File: config.mk
export PLATFORM = sky130hd
export DESIGN_NAME = ttm_core
export DESIGN_NICKNAME = d
export VERILOG_FILES = /design/src/rtl/ttm_pkg.sv /design/src/rtl/ttm_addr_dec.sv /design/src/rtl/ttm_gpr_file.sv /design/src/rtl/ttm_unit.sv /design/src/rtl/ttm_fetch.sv /design/src/rtl/ttm_core.sv
export SDC_FILE = /design/constraint.sdc
export NUM_CORES = 2
export LEC_CHECK = 0
export ABC_AREA = 1
export BUFFER_PORTS_ARGS = -buffer_cell sky130_fd_sc_hd__buf_2
export CORE_ASPECT_RATIO = 1.5
export CORE_MARGIN = 1
export CORE_UTILIZATION = 50
export DETAILED_ROUTE_END_ITERATION = 8
export PLACE_DENSITY = 0.63
export SETUP_SLACK_MARGIN = 0.1
export SLEW_MARGIN = 30
export SYNTH_ARGS = -nofsm -noshare
export SYNTH_HDL_FRONTEND = slang
export SYNTH_SLANG_ARGS = --single-unit
export TNS_END_PERCENT = 10
File: constraint.sdc
create_clock -name clk_i -period 2.56 [get_ports clk_i]
set_input_delay 0.128 -clock clk_i [delete_from_list [all_inputs] [get_ports clk_i]]
set_output_delay 0.128 -clock clk_i [all_outputs]
set_load 0.03 [all_outputs]
File: src/rtl/ttm_pkg.sv
package ttm_pkg;
  localparam int INSTR_W = 16;
  localparam int TADDR_W = 7;
  localparam int N_UNITS = 5;
  localparam int BR_UNIT = N_UNITS - 1;
  localparam int UIDX_W  = $clog2(N_UNITS);
  localparam int N_SLOT  = 1 << UIDX_W;
  localparam logic [TADDR_W-1:0] UNIT_BASE = 7'h40;

  typedef struct packed {
    logic               pair;
    logic               exec;
    logic [TADDR_W-1:0] dst;
    logic [TADDR_W-1:0] src;
  } move_t;

  typedef enum logic [1:0] {
    PORT_A   = 2'd0,
    PORT_B   = 2'd1,
    PORT_RES = 2'd2,
    PORT_AUX = 2'd3
  } port_e;

  typedef enum logic [1:0] {
    OP_ADD = 2'd0,
    OP_SUB = 2'd1,
    OP_AND = 2'd2,
    OP_EQ  = 2'd3
  } unit_op_e;

  function automatic unit_op_e op_of(int idx);
    case (idx)
      1:       return OP_SUB;
      2:       return OP_AND;
      3:       return OP_EQ;
      default: return OP_ADD;
    endcase
  endfunction

  function automatic logic [TADDR_W-1:0] port_addr(int unit, port_e p);
    return UNIT_BASE + TADDR_W'(4 * unit) + TADDR_W'(p);
  endfunction
endpackage

File: src/rtl/ttm_addr_dec.sv
module ttm_addr_dec
  import ttm_pkg::*;
#(
  parameter int N_GPR = 64
) (
  input  logic [TADDR_W-1:0] addr_i,
  output logic               is_gpr_o,
  output logic               is_unit_o,
  output logic [UIDX_W-1:0]  idx_o,
  output port_e              port_o
);
  logic [TADDR_W-1:0] off;

  assign off       = addr_i - UNIT_BASE;
  assign is_gpr_o  = (int'(addr_i) < N_GPR);
  assign is_unit_o = (addr_i >= UNIT_BASE) && (int'(off[TADDR_W-1:2]) < N_UNITS);
  assign idx_o     = off[2 +: UIDX_W];
  assign port_o    = port_e'(off[1:0]);
endmodule

File: src/rtl/ttm_gpr_file.sv
module ttm_gpr_file #(
  parameter int N = 64,
  parameter int W = 16,
  localparam int AW = $clog2(N)
) (
  input  logic          clk_i,
  input  logic          rst_ni,
  input  logic          we_i,
  input  logic [AW-1:0] waddr_i,
  input  logic [W-1:0]  wdata_i,
  input  logic [AW-1:0] raddr_i,
  output logic [W-1:0]  rdata_o
);
  logic [W-1:0] mem_q [N];

  always_ff @(posedge clk_i or negedge rst_ni) begin
    if (!rst_ni) begin
      for (int i = 0; i < N; i++) mem_q[i] <= '0;
    end else if (we_i) begin
      mem_q[waddr_i] <= wdata_i;
    end
  end

  assign rdata_o = mem_q[raddr_i];
endmodule

File: src/rtl/ttm_unit.sv
module ttm_unit
  import ttm_pkg::*;
#(
  parameter int       W  = 16,
  parameter unit_op_e OP = OP_ADD
) (
  input  logic         clk_i,
  input  logic         rst_ni,
  input  logic         wr_a_i,
  input  logic         wr_b_i,
  input  logic         trig_i,
  input  logic [W-1:0] wdata_i,
  output logic [W-1:0] a_o,
  output logic [W-1:0] b_o,
  output logic [W-1:0] res_o,
  output logic         fire_o,
  output logic [W-1:0] res_next_o
);
  logic [W-1:0] a_q, b_q, res_q, nx;
  logic         pend_q;

  always_comb begin
    case (OP)
      OP_SUB:  nx = a_q - b_q;
      OP_AND:  nx = a_q & b_q;
      OP_EQ:   nx = {{(W-1){1'b0}}, (a_q == b_q)};
      default: nx = a_q + b_q;
    endcase
  end

  // operands captured by the trigger move are consumed on the following edge
  always_ff @(posedge clk_i or negedge rst_ni) begin
    if (!rst_ni) begin
      a_q    <= '0;
      b_q    <= '0;
      res_q  <= '0;
      pend_q <= 1'b0;
    end else begin
      if (wr_a_i) a_q <= wdata_i;
      if (wr_b_i) b_q <= wdata_i;
      if (pend_q) res_q <= nx;
      pend_q <= trig_i & wr_b_i;
    end
  end

  assign a_o        = a_q;
  assign b_o        = b_q;
  assign res_o      = res_q;
  assign fire_o     = pend_q;
  assign res_next_o = nx;
endmodule

File: src/rtl/ttm_fetch.sv
module ttm_fetch #(
  parameter int W = 16
) (
  input  logic         clk_i,
  input  logic         rst_ni,
  input  logic         adv_i,
  input  logic         redirect_i,
  input  logic [W-1:0] target_i,
  output logic [W-1:0] pc_o
);
  logic [W-1:0] pc_q;

  always_ff @(posedge clk_i or negedge rst_ni) begin
    if (!rst_ni)         pc_q <= '0;
    else if (redirect_i) pc_q <= target_i;
    else if (adv_i)      pc_q <= pc_q + 1'b1;
  end

  assign pc_o = pc_q;
endmodule

File: src/rtl/ttm_core.sv
module ttm_core
  import ttm_pkg::*;
#(
  parameter int DATA_W = 16,
  parameter int N_GPR  = 64,
  localparam int GAW   = $clog2(N_GPR)
) (
  input  logic                  clk_i,
  input  logic                  rst_ni,
  input  logic [INSTR_W-1:0]    instr_i,
  input  logic                  instr_valid_i,
  output logic [DATA_W-1:0]     fetch_addr_o,
  output logic                  mv_valid_o,
  output logic [TADDR_W-1:0]    mv_dst_o,
  output logic [DATA_W-1:0]     mv_data_o,
  output logic                  mv_pair_o,
  output logic                  illegal_o
);
  move_t              mv;
  logic               go;
  logic               s_is_gpr, s_is_unit, d_is_gpr, d_is_unit;
  logic [UIDX_W-1:0]  s_idx, d_idx;
  port_e              s_port, d_port;
  logic [DATA_W-1:0]  gpr_rdata, rd_data, fetch_addr;
  logic [DATA_W-1:0]  u_a [N_SLOT];
  logic [DATA_W-1:0]  u_b [N_SLOT];
  logic [DATA_W-1:0]  u_res [N_SLOT];
  logic [DATA_W-1:0]  u_next [N_SLOT];
  logic               u_fire [N_SLOT];
  logic               br_fire;
  logic [DATA_W-1:0]  br_target;
  logic               to_b_port, bad_trig;
  logic               mv_valid_q, mv_pair_q, illegal_q;
  logic [TADDR_W-1:0] mv_dst_q;
  logic [DATA_W-1:0]  mv_data_q;

  assign mv = move_t'(instr_i);
  assign go = instr_valid_i;

  ttm_addr_dec #(.N_GPR(N_GPR)) u_src_dec (
    .addr_i   (mv.src),
    .is_gpr_o (s_is_gpr),
    .is_unit_o(s_is_unit),
    .idx_o    (s_idx),
    .port_o   (s_port)
  );

  ttm_addr_dec #(.N_GPR(N_GPR)) u_dst_dec (
    .addr_i   (mv.dst),
    .is_gpr_o (d_is_gpr),
    .is_unit_o(d_is_unit),
    .idx_o    (d_idx),
    .port_o   (d_port)
  );

  ttm_gpr_file #(.N(N_GPR), .W(DATA_W)) u_gpr (
    .clk_i  (clk_i),
    .rst_ni (rst_ni),
    .we_i   (go & d_is_gpr),
    .waddr_i(mv.dst[GAW-1:0]),
    .wdata_i(rd_data),
    .raddr_i(mv.src[GAW-1:0]),
    .rdata_o(gpr_rdata)
  );

  for (genvar u = 0; u < N_SLOT; u++) begin : g_slot
    if (u < N_UNITS) begin : g_unit
      logic sel;
      assign sel = go & d_is_unit & (d_idx == UIDX_W'(u));
      ttm_unit #(.W(DATA_W), .OP(op_of(u))) u_unit (
        .clk_i     (clk_i),
        .rst_ni    (rst_ni),
        .wr_a_i    (sel & (d_port == PORT_A)),
        .wr_b_i    (sel & (d_port == PORT_B)),
        .trig_i    (mv.exec),
        .wdata_i   (rd_data),
        .a_o       (u_a[u]),
        .b_o       (u_b[u]),
        .res_o     (u_res[u]),
        .fire_o    (u_fire[u]),
        .res_next_o(u_next[u])
      );
    end else begin : g_pad
      assign u_a[u]    = '0;
      assign u_b[u]    = '0;
      assign u_res[u]  = '0;
      assign u_next[u] = '0;
      assign u_fire[u] = 1'b0;
    end
  end

  // transport read mux
  always_comb begin
    rd_data = '0;
    if (s_is_gpr) begin
      rd_data = gpr_rdata;
    end else if (s_is_unit) begin
      case (s_port)
        PORT_A:   rd_data = u_a[s_idx];
        PORT_B:   rd_data = u_b[s_idx];
        PORT_RES: rd_data = u_res[s_idx];
        default:  if (int'(s_idx) == BR_UNIT) rd_data = fetch_addr;
      endcase
    end
  end

  assign br_fire   = u_fire[BR_UNIT];
  assign br_target = u_next[BR_UNIT];

  ttm_fetch #(.W(DATA_W)) u_fetch (
    .clk_i     (clk_i),
    .rst_ni    (rst_ni),
    .adv_i     (go),
    .redirect_i(br_fire),
    .target_i  (br_target),
    .pc_o      (fetch_addr)
  );

  assign to_b_port = d_is_unit & (d_port == PORT_B);
  assign bad_trig  = go & mv.exec & ~to_b_port;

  always_ff @(posedge clk_i or negedge rst_ni) begin
    if (!rst_ni) begin
      mv_valid_q <= 1'b0;
      mv_dst_q   <= '0;
      mv_data_q  <= '0;
      mv_pair_q  <= 1'b0;
      illegal_q  <= 1'b0;
    end else begin
      mv_valid_q <= go;
      mv_dst_q   <= mv.dst;
      mv_data_q  <= rd_data;
      mv_pair_q  <= go & mv.pair;
      if (bad_trig) illegal_q <= 1'b1;
    end
  end

  assign fetch_addr_o = fetch_addr;
  assign mv_valid_o   = mv_valid_q;
  assign mv_dst_o     = mv_dst_q;
  assign mv_data_o    = mv_data_q;
  assign mv_pair_o    = mv_pair_q;
  assign illegal_o    = illegal_q;
endmodule

==> results_dict.tcl <==
set metrics [dict create \
    busiest_layer "met2" \
    critPathLaunchType "flop" \
    syn_nets 9393 \
    crit_type "flop to flop" \
    multi_input_area_um2 29200 \
    vdd.ir_drop.worst_mv 0.788 \
    cts_tree "yes" \
    num_vias 61000 \
    maxCapViolations 0 \
    layout_setup_ws_ns 0.151 \
    crit_path_max_fanout 43 \
    ys_top_cells_by_count "nand2_1 (6227), dfrtp_1 (1296), nand3_1 (276)" \
    synthCells 9325 \
    antenna_found_initial 5 \
    final_util_pct 57.3 \
    dieWidth_um 297 \
    p_seq_share_pct 45.4 \
    clock-sinks 1296 \
    comb_power_share_pct 10.5 \
    io_buffer_count 60 \
    p_clk_share_pct 44.2 \
    clockBufferDepth 3 \
    p_int_mw 35.1 \
    sw_frac_of_total_pct 26.9 \
    grt_pass1_vias 59500 \
    postLayoutCellArea_um2 74400 \
    cts.reportedPaths.clkPinSlew_ns 0.06 \
    yosysSeqAreaShare_pct 49.7 \
    htreeDepth 4 \
    grt_overflow 0 \
    synth_most_common_cell "nand2_1" \
    cp-end-kind "flop" \
    boundaryPins 61 \
    coreArea_um2 130000 \
    grt_start_max_net_pins 112 \
    power.net_switching_mw 12.9 \
    fillers 12400 \
    clk_latency_ns 0.80 \
    netlist_area_um2 65300 \
    grt_usage_pct 36.3 \
    crit_arrival_ns 3.09 \
    die_h_um 445 \
    required_ns 3.24 \
    hpwlAfterDp_mm 161 \
    start_util_pct 50.4 \
    synthFlopType "dfrtp_1" \
    tightest_slew_ns 0.772 \
    root_buffer "clkbuf_16" \
    seq_area_um2 32400 \
    cts_buffers 134 \
    finalMaxSlewViolations 0 \
    drt-initial-drc-count 6435 \
    hp-class "primary input to asynchronous set/reset pin" \
    first_pass_iters 6 \
    fp-row-count 162 \
    dieArea_um2 132000 \
    ys_types 43 \
    async_flop_share_pct 100 \
    syn_to_final_growth_pct 13.9 \
    grt_util_met2_pct 58.0 \
    p_leak_nw 42.0 \
    finalNonFillerCells 11300 \
    avgRoutedWirePerCell_um 21.3 \
    hold_ws_ns 0.0625 \
    rsz0062_at_grt "yes" \
    clock_skew_ns 0.0279 \
    use_met3_pct 4.98 \
    outcome "finished, final reports clean" \
    synth_edf_count 0 \
    max_freq_ghz 0.415 \
    placed_area_um2 69500 \
    viasPerCell 5.42 \
    pre_cts_ws_ns -0.273 \
    ys_ff_latch 1296 \
    powerDensity_nw_per_um2 646 \
    gp_congestion 0.957 \
    synthTopCellsByArea "dfrtp_1 (50%), nand2_1 (36%), nand3_1 (2.1%)" \
    grtUsageMet1_pct 45.7 \
    yosys.area.top_type_share_pct 49.7 \
    final-hold-violation-count 0 \
    ant_nets 0 \
    synth_top_area_cell "dfrtp_1" \
    drc 0 \
    setup_viol 0 \
    period_minus_slack_ns 2.41 \
    syn_area_per_cell_um2 7.00 \
    layout.nets 9488 \
    maxSlewHeadroom_pct 48.4 \
    grt_pass1_wl_mm 366 \
    dp_cells 11000 \
    fin_crit_sh_pct 94.1 \
    ys_warn_count 0 \
    wirelength_mm 239 \
    drive_gt1_share_pct 8.37 \
]
## repair_timing
item	in CTS	in global routing
endpoints found under the setup margin	0	77
endpoints found under the hold margin	1278	0
resized for setup	0	1
hold buffers	14	0
setup buffers	0	0
## critical path, cell delays in order (launching register included)
cell     delay, ns
dfrtp_1       0.39
nand2_1       0.07
nand2_1       0.07
nand2_1       0.05
nand3_1       0.06
nand2_1       0.06
nand3_1       0.18
nor2_1        0.65
nand2_1       0.11
nand3_1       0.14
nand2_4       0.08
buf_12        0.20
nand2_1       0.10
nand2_1       0.05
## cell families (layout without fill, tap and decap cells)
logic type | after synthesis | count (layout) | synth area share, %
other cells | 0 | 2 | 0
buf+inv | 802 | 1007 | 5.91
simple gates | 6826 | 6826 | 40.4
fa+ha+maj | 49 | 49 | 0.973
compound gates | 324 | 324 | 2.69
xor+xnor | 28 | 28 | 0.375
flops | 1296 | 1296 | 49.7
## registers in the layout (all words and copies together) (netlist names)
| name | cells |
|---|---|
| g_slot.g_unit.u_unit.b_o | 80 |
| mv_dst_o | 7 |
| u_gpr.mem_q | 1024 |
| illegal_o | 1 |
| mv_valid_o | 1 |
| mv_pair_o | 1 |
| g_slot.g_unit.u_unit.fire_o | 5 |
| mv_data_o | 16 |
| g_slot.g_unit.u_unit.a_o | 80 |
| u_fetch.pc_o | 16 |
| g_slot.g_unit.u_unit.res_o | 65 |
## final timing paths
| check | start | endpoint | slack (ns) | depth (start not counted) |
|---|---|---|---|---|
| worst min-delay path | rst_ni | mv_data_o[12]$_DFF_PN0_ | 0.06 | 3 |
| min in group clk_i | instr_i[8] | mv_dst_o[1]$_DFF_PN0_ | 0.11 | 2 |
| worst min register to register | g_slot[3].g_unit.u_unit.fire_o$_DFF_PN0_ | g_slot[3].g_unit.u_unit.res_o[0]$_DFFE_PN0P_ | 0.46 | 1 |
| max in group asynchronous | rst_ni | u_gpr.mem_q[45]$_DFFE_PN0P_ | 1.68 | 4 |
| worst max register to register | u_gpr.mem_q[175]$_DFFE_PN0P_ | u_gpr.mem_q[223]$_DFFE_PN0P_ | 0.15 | 13 |
| worst max-delay path | u_gpr.mem_q[175]$_DFFE_PN0P_ | u_gpr.mem_q[223]$_DFFE_PN0P_ | 0.15 | 13 |
## power by group through the flow
stage	clock network [mW]	registers, mW	logic, mW
after floorplan	0	22.2	2.52
after global placement	0	22.1	4.90
after detailed placement	0	22.1	4.94
after CTS	21.5	21.8	4.99
after global routing	22.2	21.9	5.44
final	21.2	21.8	5.03
## final cells by class
class / count / area share, %
clock inverter: 56 / 1.01
clock buffer: 190 / 5.34
tap: 1722 / 2.90
inverter: 283 / 1.46
timing repair buffer: 478 / 6.48
multi-input combinational: 7227 / 39.2
antenna: 2 / 0.00673
sequential: 1296 / 43.6
## per-stage QoR
| stage | power, mW | TNS [ns] |
|---|---|---|
| 2_1_floorplan | 24.7 | 0 |
| 3_3_place_gp | 27.0 | -37.83 |
| 3_5_place_dp | 27.1 | -40.27 |
| 4_1_cts | 48.3 | 0 |
| 5_1_grt | 49.5 | 0 |
| 6_report | 48.0 | 0 |
## layout by cell type (no fill, tap or decap), types with 18 or more instances in the layout
cell type	instances
nand2_1	6211
dfrtp_1	1296
buf_4	300
nand3_1	276
inv_1	246
nor2_1	194
o21ai_0	177
clkbuf_16	141
buf_12	106
a21oi_1	69
buf_2	57
ha_1	46
nand4_1	41
nor2_2	34
inv_2	28
clkbuf_8	26
clkbuf_1	23
clkinv_2	20
nor3_2	19
o21ai_1	18
## routing by layer
layer,up-vias,wire [um]
met1,29400,93800
met4,6,18300
li1,28500,-
met3,614,16000
met2,2548,111000
met5,-,27
Note: power is estimated with default switching activity, not from simulation.
